==> config.mk <==
export PLATFORM = sky130hd
export DESIGN_NAME = bus_idle_seq
export DESIGN_NICKNAME = d
export VERILOG_FILES = /design/src/rtl/bis_pkg.sv /design/src/rtl/bis_cfg_reg.sv /design/src/rtl/bis_fld_lookup.sv /design/src/rtl/bis_seq.sv /design/src/rtl/bus_idle_seq.sv
export SDC_FILE = /design/constraint.sdc
export NUM_CORES = 1
export LEC_CHECK = 0
export ABC_AREA = 1
export ABC_CLOCK_PERIOD_IN_PS = 1500
export BUFFER_PORTS_ARGS = -buffer_cell sky130_fd_sc_hd__buf_2
export CAP_MARGIN = 20
export CORE_MARGIN = 2
export CORE_UTILIZATION = 42
export DETAILED_ROUTE_END_ITERATION = 12
export GPL_ROUTABILITY_DRIVEN = 0
export GPL_TIMING_DRIVEN = 0
export PLACE_DENSITY = 0.75
export SLEW_MARGIN = 0
export SYNTH_ARGS = -nofsm -noshare
export SYNTH_HDL_FRONTEND = slang
export SYNTH_SLANG_ARGS = --single-unit
==> constraint.sdc <==
create_clock -name clk -period 1.5 [get_ports clk]
set_clock_uncertainty 0.2 [all_clocks]
set_input_delay 0.15 -clock clk [delete_from_list [all_inputs] [get_ports clk]]
set_output_delay 0.15 -clock clk [all_outputs]
set_load 0.1 [all_outputs]
==> src/rtl/bis_pkg.sv <==
package bis_pkg;
  typedef enum logic [1:0] {
    BUS_IDLE = 2'd0,
    BUS_T1   = 2'd1,
    BUS_T2   = 2'd2,
    BUS_TI   = 2'd3
  } bus_st_e;

  localparam logic [1:0] FLD_NONE = 2'b00;
  localparam logic [1:0] FLD_GAP  = 2'b01;
endpackage

==> src/rtl/bis_cfg_reg.sv <==
module bis_cfg_reg #(
  parameter int NUM_BLK = 8,
  parameter int CFG_W   = 2 * NUM_BLK,
  parameter logic [CFG_W-1:0] RST_VAL = '0
) (
  input  logic             clk,
  input  logic             rst_n,
  input  logic             wr_en,
  input  logic [CFG_W-1:0] wdata,
  output logic [CFG_W-1:0] q
);
  // whole-register write only; no partial lanes
  always_ff @(posedge clk or negedge rst_n) begin
    if (!rst_n)     q <= RST_VAL;
    else if (wr_en) q <= wdata;
  end
endmodule

==> src/rtl/bis_fld_lookup.sv <==
module bis_fld_lookup #(
  parameter int NUM_BLK = 8,
  parameter int BLK_W   = $clog2(NUM_BLK),
  parameter int CFG_W   = 2 * NUM_BLK
) (
  input  logic [CFG_W-1:0] cfg,
  input  logic [BLK_W-1:0] blk,
  output logic             gap_en
);
  import bis_pkg::*;
  logic [NUM_BLK-1:0] en_vec;

  // only the exact "insert" code enables; reserved codes fall to no insertion
  for (genvar n = 0; n < NUM_BLK; n++) begin : g_fld
    assign en_vec[n] = (cfg[2*n +: 2] == FLD_GAP);
  end

  assign gap_en = en_vec[blk];
endmodule

==> src/rtl/bis_seq.sv <==
module bis_seq #(
  parameter int BLK_W = 3
) (
  input  logic             clk,
  input  logic             rst_n,
  input  logic             req_valid,
  input  logic             req_write,
  input  logic             req_internal,
  input  logic [BLK_W-1:0] req_blk,
  input  logic             last_gap_en,
  output logic             req_ready,
  output logic [BLK_W-1:0] last_blk,
  output bis_pkg::bus_st_e st
);
  import bis_pkg::*;

  bus_st_e          nx;
  logic             accept;
  logic             need_gap;
  logic             last_rd;
  logic             cur_write;
  logic             cur_int;
  logic [BLK_W-1:0] cur_blk;

  assign req_ready = (st == BUS_IDLE);
  assign accept    = req_valid && req_ready;
  assign need_gap  = accept && req_write && !req_internal && last_rd && last_gap_en;

  always_comb begin
    nx = st;
    unique case (st)
      BUS_IDLE: if (accept) nx = need_gap ? BUS_TI : BUS_T1;
      BUS_TI:   nx = BUS_T1;
      BUS_T1:   nx = BUS_T2;
      BUS_T2:   nx = BUS_IDLE;
      default:  nx = BUS_IDLE;
    endcase
  end

  always_ff @(posedge clk or negedge rst_n) begin
    if (!rst_n) st <= BUS_IDLE;
    else        st <= nx;
  end

  // capture the accepted access for the record update at its T2
  always_ff @(posedge clk or negedge rst_n) begin
    if (!rst_n) begin
      cur_write <= 1'b0;
      cur_int   <= 1'b0;
      cur_blk   <= '0;
    end else if (accept) begin
      cur_write <= req_write;
      cur_int   <= req_internal;
      cur_blk   <= req_blk;
    end
  end

  // record of the last completed external cycle
  always_ff @(posedge clk or negedge rst_n) begin
    if (!rst_n) begin
      last_rd  <= 1'b0;
      last_blk <= '0;
    end else if (st == BUS_T2) begin
      if (cur_int) begin
        last_rd <= 1'b0;
      end else begin
        last_rd  <= !cur_write;
        last_blk <= cur_blk;
      end
    end
  end
endmodule

==> src/rtl/bus_idle_seq.sv <==
module bus_idle_seq #(
  parameter int ADDR_W  = 32,
  parameter int NUM_BLK = 8,
  parameter int BLK_LSB = 24,
  parameter logic [2*NUM_BLK-1:0] CFG_RST = 16'h5555
) (
  input  logic                   clk,
  input  logic                   rst_n,
  input  logic                   req_valid,
  output logic                   req_ready,
  input  logic [ADDR_W-1:0]      req_addr,
  input  logic                   req_write,
  input  logic                   req_internal,
  input  logic                   cfg_wr_en,
  input  logic [2*NUM_BLK-1:0]   cfg_wdata,
  output logic [2*NUM_BLK-1:0]   cfg_rdata,
  output logic [1:0]             bus_state
);
  localparam int BLK_W = $clog2(NUM_BLK);
  localparam int CFG_W = 2 * NUM_BLK;

  logic [BLK_W-1:0] req_blk;
  logic [BLK_W-1:0] last_blk;
  logic             last_gap_en;
  logic             addr_unused;
  bis_pkg::bus_st_e st;

  assign req_blk     = req_addr[BLK_LSB +: BLK_W];
  assign addr_unused = ^req_addr;

  bis_cfg_reg #(.NUM_BLK(NUM_BLK), .CFG_W(CFG_W), .RST_VAL(CFG_RST)) u_cfg (
    .clk   (clk),
    .rst_n (rst_n),
    .wr_en (cfg_wr_en),
    .wdata (cfg_wdata),
    .q     (cfg_rdata)
  );

  bis_fld_lookup #(.NUM_BLK(NUM_BLK), .BLK_W(BLK_W), .CFG_W(CFG_W)) u_lookup (
    .cfg    (cfg_rdata),
    .blk    (last_blk),
    .gap_en (last_gap_en)
  );

  bis_seq #(.BLK_W(BLK_W)) u_seq (
    .clk          (clk),
    .rst_n        (rst_n),
    .req_valid    (req_valid),
    .req_write    (req_write),
    .req_internal (req_internal),
    .req_blk      (req_blk),
    .last_gap_en  (last_gap_en),
    .req_ready    (req_ready),
    .last_blk     (last_blk),
    .st           (st)
  );

  assign bus_state = st;
endmodule

==> flow_summary.ini, run 1 <==
[cts]
htreeDepth = 1
cts_sinks = 27
clk_latency_ps = 310
clkTransAtPathRegs_ps = 140
tritoncts = yes
clk_path_buf_depth = 2
root_buffer = clkbuf_4
cts_inserted_buffers = 3

[timing]
fin_ws_ps = -93.6
drv_slew = 0
whs_ps = 161
setup_violations = 3
slew_headroom_pct = 61.0
worst-slew-pin-transition_ps = 584
tns_ps = -212
finalHoldViolCount = 0
rsz0062_at_grt = true
period_minus_slack_ps = 1590
clock.fmax_mhz = 628
finalCritPeriodShare_pct = 106

[die]
die_h_um = 57.1
die-area_mm2 = 0.00326
start_util_pct = 43.7
rows = 19
io_pins = 73
die_w_um = 57.1
core_mm2 = 0.00271

[synth]
synth_area_mm2 = 0.00118
synth.ff_latch_count = 27
syn_inst = 120
syn_area_per_cell_um2 = 9.87
yosysMostFrequentCell = nand2_1
ys_top_cells_by_area = dfrtp_1, dfstp_2, mux2_2
synthArstFlopShare_pct = 100
synthFlopType = dfrtp_1
yosys_warnings = 0
syn_nets = 177
yosys.area.top_type = dfrtp_1
synth_common_cells = nand2_1, dfrtp_1, inv_1
yosysUniqueCellTypes = 17
ys_seq_area_share_pct = 57.9
synth-edff-count = 0
yosys.area.top_type_share_pct = 40.1

[place]
dp_slack_ps = 7.13
dpl-instance-area_mm2 = 0.00148
dpl.cell_count = 194
dp_hpwl_um = 1860
io_buffers = 43

[finish]
multi_input_area_um2 = 453
final_cells = 225
utilization_pct = 70.7
nets = 252
antenna_cells = 0
design_area_mm2 = 0.00192
synthToLayoutAreaGrowth_pct = 61.7
regArea_um2 = 693
fillCellCount = 196
drive_above_1_share_pct = 41.2

[grt]
grt_pass1_vias = 1098
grt_antenna_before_repair = 0
grt_max_degree = 28
grt_pass1_wl_um = 4800
track_usage_pct = 18.9
grt_overflow = 0

[routing]
firstDrtPassIters = 4
vias_per_cell = 4.79
ant_nets = 0
drtIter0Drc = 32
drc_errors = 0
vias = 1077
wl_um = 2880
drt-wirelength-per-cell_um = 12.8

[critical_path]
worst_path_largest_cell_delay_ps = 530
critPathCaptureType = primary output
worstPathRequired_ps = 1150
path_class = reg -> out
reg2reg_to = u_seq.st[1]
worstPathArrival_ps = 1240
slowest_stage = dfrtp_4
rr_worst_depth = 9
start_kind = flip-flop
r2r_start = u_seq.st[0]
worst-path-max-fanout = 4
crit_chain = inv_4 -> ha_4 -> buf_12
rrSetupSlack_ps = -60

[power_and_ir_drop]
ir_drop_v = 0.00163
power_mw = 3.00
p_leak_nw = 0.955
pwr_density_cell_mw_per_mm2 = 1570

[status]
outcome = complete, but fails checks
violations = setup timing

[job]
drv_cap = 0

[hold_path]
hold_path_class = in -> async
area by class of cell:
cell class                      instances  share of cell area [%]
Multi-Input combinational cell         73                    23.6
Buffer                                  2                   0.849
Inverter                               18                    4.05
Clock buffer                            4                    1.37
Sequential cell                        27                    36.2
Tap cell                               31                    2.02
Timing Repair Buffer                   70                    31.9
how the worst max path moves through the flow:
stage | from | slack (ps) | to | depth (start not counted)
global route | u_seq.st[0] | -150 | req_ready | 3
detailed placement | u_seq.st[1] | 7 | req_ready | 3
global placement | u_seq.st[1] | 10 | req_ready | 3
CTS | u_seq.st[0] | -100 | req_ready | 3
floorplan | u_seq.st[1] | -290 | u_seq.st[1] | 8
finish | u_seq.st[0] | -90 | req_ready | 3
cells by family (layout without fill, tap and decap cells):
| kind of cell | count (synthesis) | count (layout) | share of synthesized area, % |
|---|---|---|---|
| AO/OA/AOI/OAI | 14 | 14 | 6.12 |
| AND/OR/NAND/NOR | 47 | 47 | 17.1 |
| buffers and inverters | 20 | 94 | 7.18 |
| adder cells (fa/ha/maj) | 3 | 3 | 3.17 |
| flip-flops | 27 | 27 | 57.9 |
| multiplexers | 9 | 9 | 8.55 |
metal layers:
| metal | vias up | track usage, % | share of wire [%] |
|---|---|---|---|
| met3 | 4 | 2.95 | 5.2 |
| li1 | 536 | - | - |
| met2 | 36 | 34.3 | 51 |
| met1 | 501 | 23.0 | 42 |
| met4 | 0 | 5.65 | 1.8 |
| met5 | - | 0 | 0 |
sequential cells by signal, indices dropped and copies added, names as in the netlist:
signal,cells
u_seq.cur_write,1
u_cfg.q,16
u_seq.last_blk,3
u_seq.cur_int,1
u_seq.st,2
u_seq.cur_blk,3
u_seq.last_rd,1
repair_timing:
item                                    4_1_cts  5_1_grt
gates cloned                                  0        0
endpoints found under the hold margin        46        0
endpoints found under the setup margin       12       22
buffers inserted                              3        0
resized for setup                            22       22
pin swaps                                     1        1
hold buffers                                 24        0
layout by cell type (no fill, tap or decap):
master         count
inv_2              1
buf_8              5
clkbuf_1           1
ha_2               1
clkbuf_4          10
nor3_4             1
dfstp_2            8
inv_1             14
buf_12             4
dlygate4sd3_1     24
buf_2             26
dfrtp_4            2
o21ai_0            8
nand2_4            3
dfrtp_1           17
o22ai_1            2
ha_4               1
nand2_1           26
ha_1               1
buf_6              1
inv_4              2
nand3_1           12
clkinv_4           1
mux2_2             9
nor2_1             5
a21oi_1            4
buf_4              5
worst max-delay path, delay by kind of cell (launching register included):
| family | cells | cell delay (ps) |
|---|---|---|
| adders and majority gates | 1 | 160 |
| buffers and inverters | 2 | 250 |
| DFF | 1 | 530 |
power breakdown:
part	total [mW]	switching, mW	internal, mW	leakage, nW
clock network	0.299	0.195	0.104	0.0150
logic	1.60	1.05	0.543	0.628
registers	1.10	0.156	0.948	0.312
(Power assumes the default switching activity.)
==> run 2: changes to the inputs <==
--- a/config.mk
+++ b/config.mk
@@ -10,11 +10,12 @@
 export BUFFER_PORTS_ARGS = -buffer_cell sky130_fd_sc_hd__buf_2
 export CAP_MARGIN = 20
 export CORE_MARGIN = 2
-export CORE_UTILIZATION = 42
+export CORE_UTILIZATION = 44
+export CTS_BUF_LIST = sky130_fd_sc_hd__clkbuf_4 sky130_fd_sc_hd__clkbuf_8
 export DETAILED_ROUTE_END_ITERATION = 12
 export GPL_ROUTABILITY_DRIVEN = 0
 export GPL_TIMING_DRIVEN = 0
-export PLACE_DENSITY = 0.75
+export PLACE_DENSITY = 0.78
 export SLEW_MARGIN = 0
 export SYNTH_ARGS = -nofsm -noshare
 export SYNTH_HDL_FRONTEND = slang
==> flow_summary.ini, run 2 (synthesis results as in run 1) <==
[cts]
root_buffer = clkbuf_4
clk_latency_ps = 310
cts_sinks = 27
cts_inserted_buffers = 3
clk_path_buf_depth = 2
clkTransAtPathRegs_ps = 140
tritoncts = yes
htreeDepth = 1

[place]
dp_slack_ps = 3.92
dpl.cell_count = 193
dp_hpwl_um = 1800
io_buffers = 43

[timing]
slew_headroom_pct = 60.4
rsz0062_at_grt = true
fin_ws_ps = -104
period_minus_slack_ps = 1600
setup_violations = 3
tns_ps = -266
finalHoldViolCount = 0
finalCritPeriodShare_pct = 107
clock.fmax_mhz = 623
worst-slew-pin-transition_ps = 594
drv_slew = 0

[finish]
layout_commonest_cell = buf_2
antenna_cells = 0
final_cell_mix = buf_2, nand2_1, dlygate4sd3_1
synthToLayoutAreaGrowth_pct = 61.5
largest_reg_flops = 16
utilization_pct = 75.8
final_cells = 225
nets = 253
top_register = u_cfg.q
drive_above_1_share_pct = 42.1
reg.largest.list = u_cfg.q x16, u_seq.cur_blk x3, u_seq.last_blk x3

[grt]
grt_max_degree = 28
grt_pass1_vias = 1104
grt_pass1_wl_um = 4690
grt_overflow = 0
track_usage_pct = 18.4
grt_antenna_before_repair = 0

[power_and_ir_drop]
ir_drop_v = 0.00109
power_mw = 3.11
p_leak_nw = 0.951
pwr_density_cell_mw_per_mm2 = 1620

[critical_path]
path_class = reg -> out
r2r_start = u_seq.st[1]
critPathCaptureType = primary output
rrSetupSlack_ps = -100
rr_worst_depth = 9
start_kind = flip-flop
worstPathRequired_ps = 1150
worstPathArrival_ps = 1250
reg2reg_to = u_seq.st[1]
worst-path-max-fanout = 3

[die]
die_h_um = 55.9
die_w_um = 55.9
rows = 18
io_pins = 73
start_util_pct = 47.0
die-area_mm2 = 0.00312
core_mm2 = 0.00252

[routing]
ant_nets = 0
drtIter0Drc = 34
wl_um = 3180
vias_per_cell = 4.80
drt-wirelength-per-cell_um = 14.1
firstDrtPassIters = 4
vias = 1081
drc_errors = 0

[status]
violations = setup timing
outcome = complete, but fails checks

[hold_path]
hold_path_class = in -> async

[job]
drv_cap = 0
run 2: power by group:
| part | switching (mW) | internal [mW] | total (mW) |
|---|---|---|---|
| Combinational | 1.11 | 0.577 | 1.68 |
| Clock | 0.203 | 0.122 | 0.324 |
| Sequential | 0.153 | 0.947 | 1.10 |
run 2: how the worst max path moves through the flow:
stage / depth (start not counted) / from / end
after floorplan: 8 / u_seq.st[1] / u_seq.st[1]
after global placement: 3 / u_seq.st[1] / req_ready
after detailed placement: 3 / u_seq.st[1] / req_ready
after CTS: 3 / u_seq.st[0] / req_ready
after global routing: 9 / u_seq.st[0] / u_seq.st[1]
final: 3 / u_seq.st[1] / req_ready
run 2: critical path, cell delays in order (launching register included):
cell and delay (ps):
dfrtp_4 530, inv_4 70, ha_4 160, buf_12 170
run 2: per-layer routing:
layer / track usage [%] / vias to the layer above / wire length, um
li1: - / 530 / -
met1: 22.4 / 513 / 1240
met2: 34.9 / 34 / 1750
met3: 3.49 / 4 / 163
met4: 2.04 / 0 / 26
met5: 0 / - / 0
run 2: repair_timing:
item	CTS	global route
hold endpoints to repair	50	0
pin swaps	1	5
hold buffers	24	0
setup buffers	2	2
setup endpoints to repair	11	15
gates resized for setup	22	15
cloned	0	0
run 2: cell type report:
cell class                      instances  area [um2]
Inverter                               18        80.1
Fill cell                             169         609
Buffer                                  2        16.3
Sequential cell                        27         693
Multi-Input combinational cell         73         462
Clock buffer                            4        30.0
Tap cell                               30        37.5
Timing Repair Buffer                   71         594
run 2: metrics by stage:
step	cell area (um2)	hold WS, ps
floorplan	1220	-346
global placement	1480	-29.1
detailed placement	1480	-13.8
CTS	1840	162
global route	1910	199
finish	1910	169
==> run 3: changes to the inputs <==
--- a/config.mk
+++ b/config.mk
@@ -9,13 +9,15 @@
 export ABC_CLOCK_PERIOD_IN_PS = 1500
 export BUFFER_PORTS_ARGS = -buffer_cell sky130_fd_sc_hd__buf_2
 export CAP_MARGIN = 20
+export CELL_PAD_IN_SITES_DETAIL_PLACEMENT = 0
+export CELL_PAD_IN_SITES_GLOBAL_PLACEMENT = 1
 export CORE_MARGIN = 2
-export CORE_UTILIZATION = 44
+export CORE_UTILIZATION = 31
 export CTS_BUF_LIST = sky130_fd_sc_hd__clkbuf_4 sky130_fd_sc_hd__clkbuf_8
 export DETAILED_ROUTE_END_ITERATION = 12
 export GPL_ROUTABILITY_DRIVEN = 0
 export GPL_TIMING_DRIVEN = 0
-export PLACE_DENSITY = 0.78
+export PLACE_DENSITY = 0.77
 export SLEW_MARGIN = 0
 export SYNTH_ARGS = -nofsm -noshare
 export SYNTH_HDL_FRONTEND = slang
==> flow_summary.ini, run 3 (synthesis results as in run 1) <==
[die]
io_pins = 73
die-area_mm2 = 0.00433
start_util_pct = 32.4
die_h_um = 65.8
core_mm2 = 0.00366
rows = 22
die_w_um = 65.8

[routing]
ant_nets = 0
vias = 1034
drc_errors = 0
drt-wirelength-per-cell_um = 10.9
vias_per_cell = 4.33
drtIter0Drc = 38
firstDrtPassIters = 4
wl_um = 2600

[finish]
synthToLayoutAreaGrowth_pct = 55.2
largest_reg_flops = 16
nets = 249
fillCellCount = 355
final_cell_mix = buf_2, nand2_1, dlygate4sd3_1
drive_above_1_share_pct = 40.3
regArea_um2 = 693
multi_input_area_um2 = 443
top_register = u_cfg.q
reg.largest.list = u_cfg.q x16, u_seq.cur_blk x3, u_seq.last_blk x3
antenna_cells = 0
layout_commonest_cell = buf_2

[power_and_ir_drop]
switchingPower_mw = 1.37
power_mw = 2.98
clkPwrFrac_pct = 13.7
pwr-share-seq_pct = 36.7
swShare_pct = 45.9
p_leak_nw = 0.920
p_comb_share_pct = 49.5
ir_drop_v = 0.000645
p_int_mw = 1.62
pwr_density_cell_mw_per_mm2 = 1620

[timing]
period_minus_slack_ps = 1550
fin_ws_ps = -46.5
drv_slew = 0
clock.fmax_mhz = 647
worst-slew-pin-transition_ps = 576
tns_ps = -46.5
rsz0062_at_grt = true
finalHoldViolCount = 0
setup_violations = 1
slew_headroom_pct = 61.6
finalCritPeriodShare_pct = 103

[hold_path]
hold_path_class = in -> reg

[cts]
cts_inserted_buffers = 3
htreeDepth = 1
clkTransAtPathRegs_ps = 80
tritoncts = yes
root_buffer = clkbuf_8
clk_path_buf_depth = 2
cts_sinks = 27
clk_latency_ps = 260

[grt]
grt_overflow = 0
grt_pass1_vias = 1006
track_usage_pct = 13.1
grt_max_degree = 28
grt_pass1_wl_um = 4310
grt_antenna_before_repair = 0

[critical_path]
worstPathArrival_ps = 1200
worst-path-max-fanout = 4
path_class = reg -> out
critPathCaptureType = primary output
start_kind = flip-flop
worstPathRequired_ps = 1150

[place]
io_buffers = 43
dp_hpwl_um = 1920

[status]
violations = setup timing
outcome = complete, but fails checks

[job]
drv_cap = 0
==> run 3: cell types whose count changed in the layout (fill, tap and decap cells not counted), sizes merged <==
cell | before | now
inv | 18 | 17
buf | 42 | 46
clkbuf | 11 | 4
dlygate4sd3 | 24 | 23
clkinv | 0 | 1
==> run 3: metal layers <==
metal  GRT usage, %  wire length, um  share of wire [%]  up-vias
met1           15.5             1120                 43      477
met5              0                0                  0        -
li1               -                -                  -      526
met4           4.43               33                1.3        0
met3           3.92              116                4.5        4
met2           22.3             1330                 51       27
==> run 3: area by class of cell <==
| type | count | area share (%) |
|---|---|---|
| plain buffers | 2 | 0.884 |
| clock buffers | 4 | 2.65 |
| inverters | 18 | 4.22 |
| multi-input cells | 73 | 24.1 |
| flip-flops and latches | 27 | 37.7 |
| well taps | 48 | 3.27 |
| repair buffers | 67 | 27.2 |
==> run 3: power groups by stage <==
stage / clock [mW] / combinational, mW / sequential, mW
floorplan: 0 / 0.622 / 1.58
global placement: 0 / 1.31 / 1.10
global route: 0.461 / 1.61 / 1.12
finish: 0.410 / 1.48 / 1.10
CTS: 0.439 / 1.47 / 1.10
detailed placement: 0 / 1.33 / 1.11
==> run 3: through the flow <==
stage | setup WS, ps | utilization [%] | instances | area, um2 | hold WS [ps]
4_1_cts | -69.3 | 49.7 | 238 | 1820 | 8.16
6_report | -46.5 | 50.2 | 239 | 1840 | 15.0
5_1_grt | -87.5 | 50.2 | 239 | 1840 | 24.3
3_5_place_dp | 2.93 | 40.9 | 211 | 1500 | -11.0
2_1_floorplan | -290 | - | 120 | 1220 | -346
3_3_place_gp | 3.96 | 40.9 | 211 | 1500 | -20.3
==> run 3: timing repair <==
| action | in CTS | in global routing |
|---|---|---|
| pin swaps | 1 | 1 |
| endpoints found under the setup margin | 11 | 5 |
| gates resized for setup | 14 | 3 |
| hold endpoints to repair | 41 | 0 |
| buffers inserted | 0 | 1 |
| hold buffers | 23 | 0 |
==> run 3: worst paths after layout <==
path                                  from  cells past startpoint  slack (ps)          endpoint
setup / recovery               u_seq.st[1]                      3         -50         req_ready
hold / removal                   req_valid                      4          10  u_seq.cur_blk[0]
setup reg to reg               u_seq.st[1]                      8          50       u_seq.st[1]
hold reg to reg            u_seq.cur_write                      1         270     u_seq.last_rd
max in group asynchronous            rst_n                      2         440       u_seq.st[0]
min in group asynchronous            rst_n                      2         220       u_cfg.q[15]
==> run 3: worst max-delay path, cell delays in order (launching register included) <==
cell     delay, ps
dfrtp_4        510
inv_4           70
ha_4           170
buf_12         180
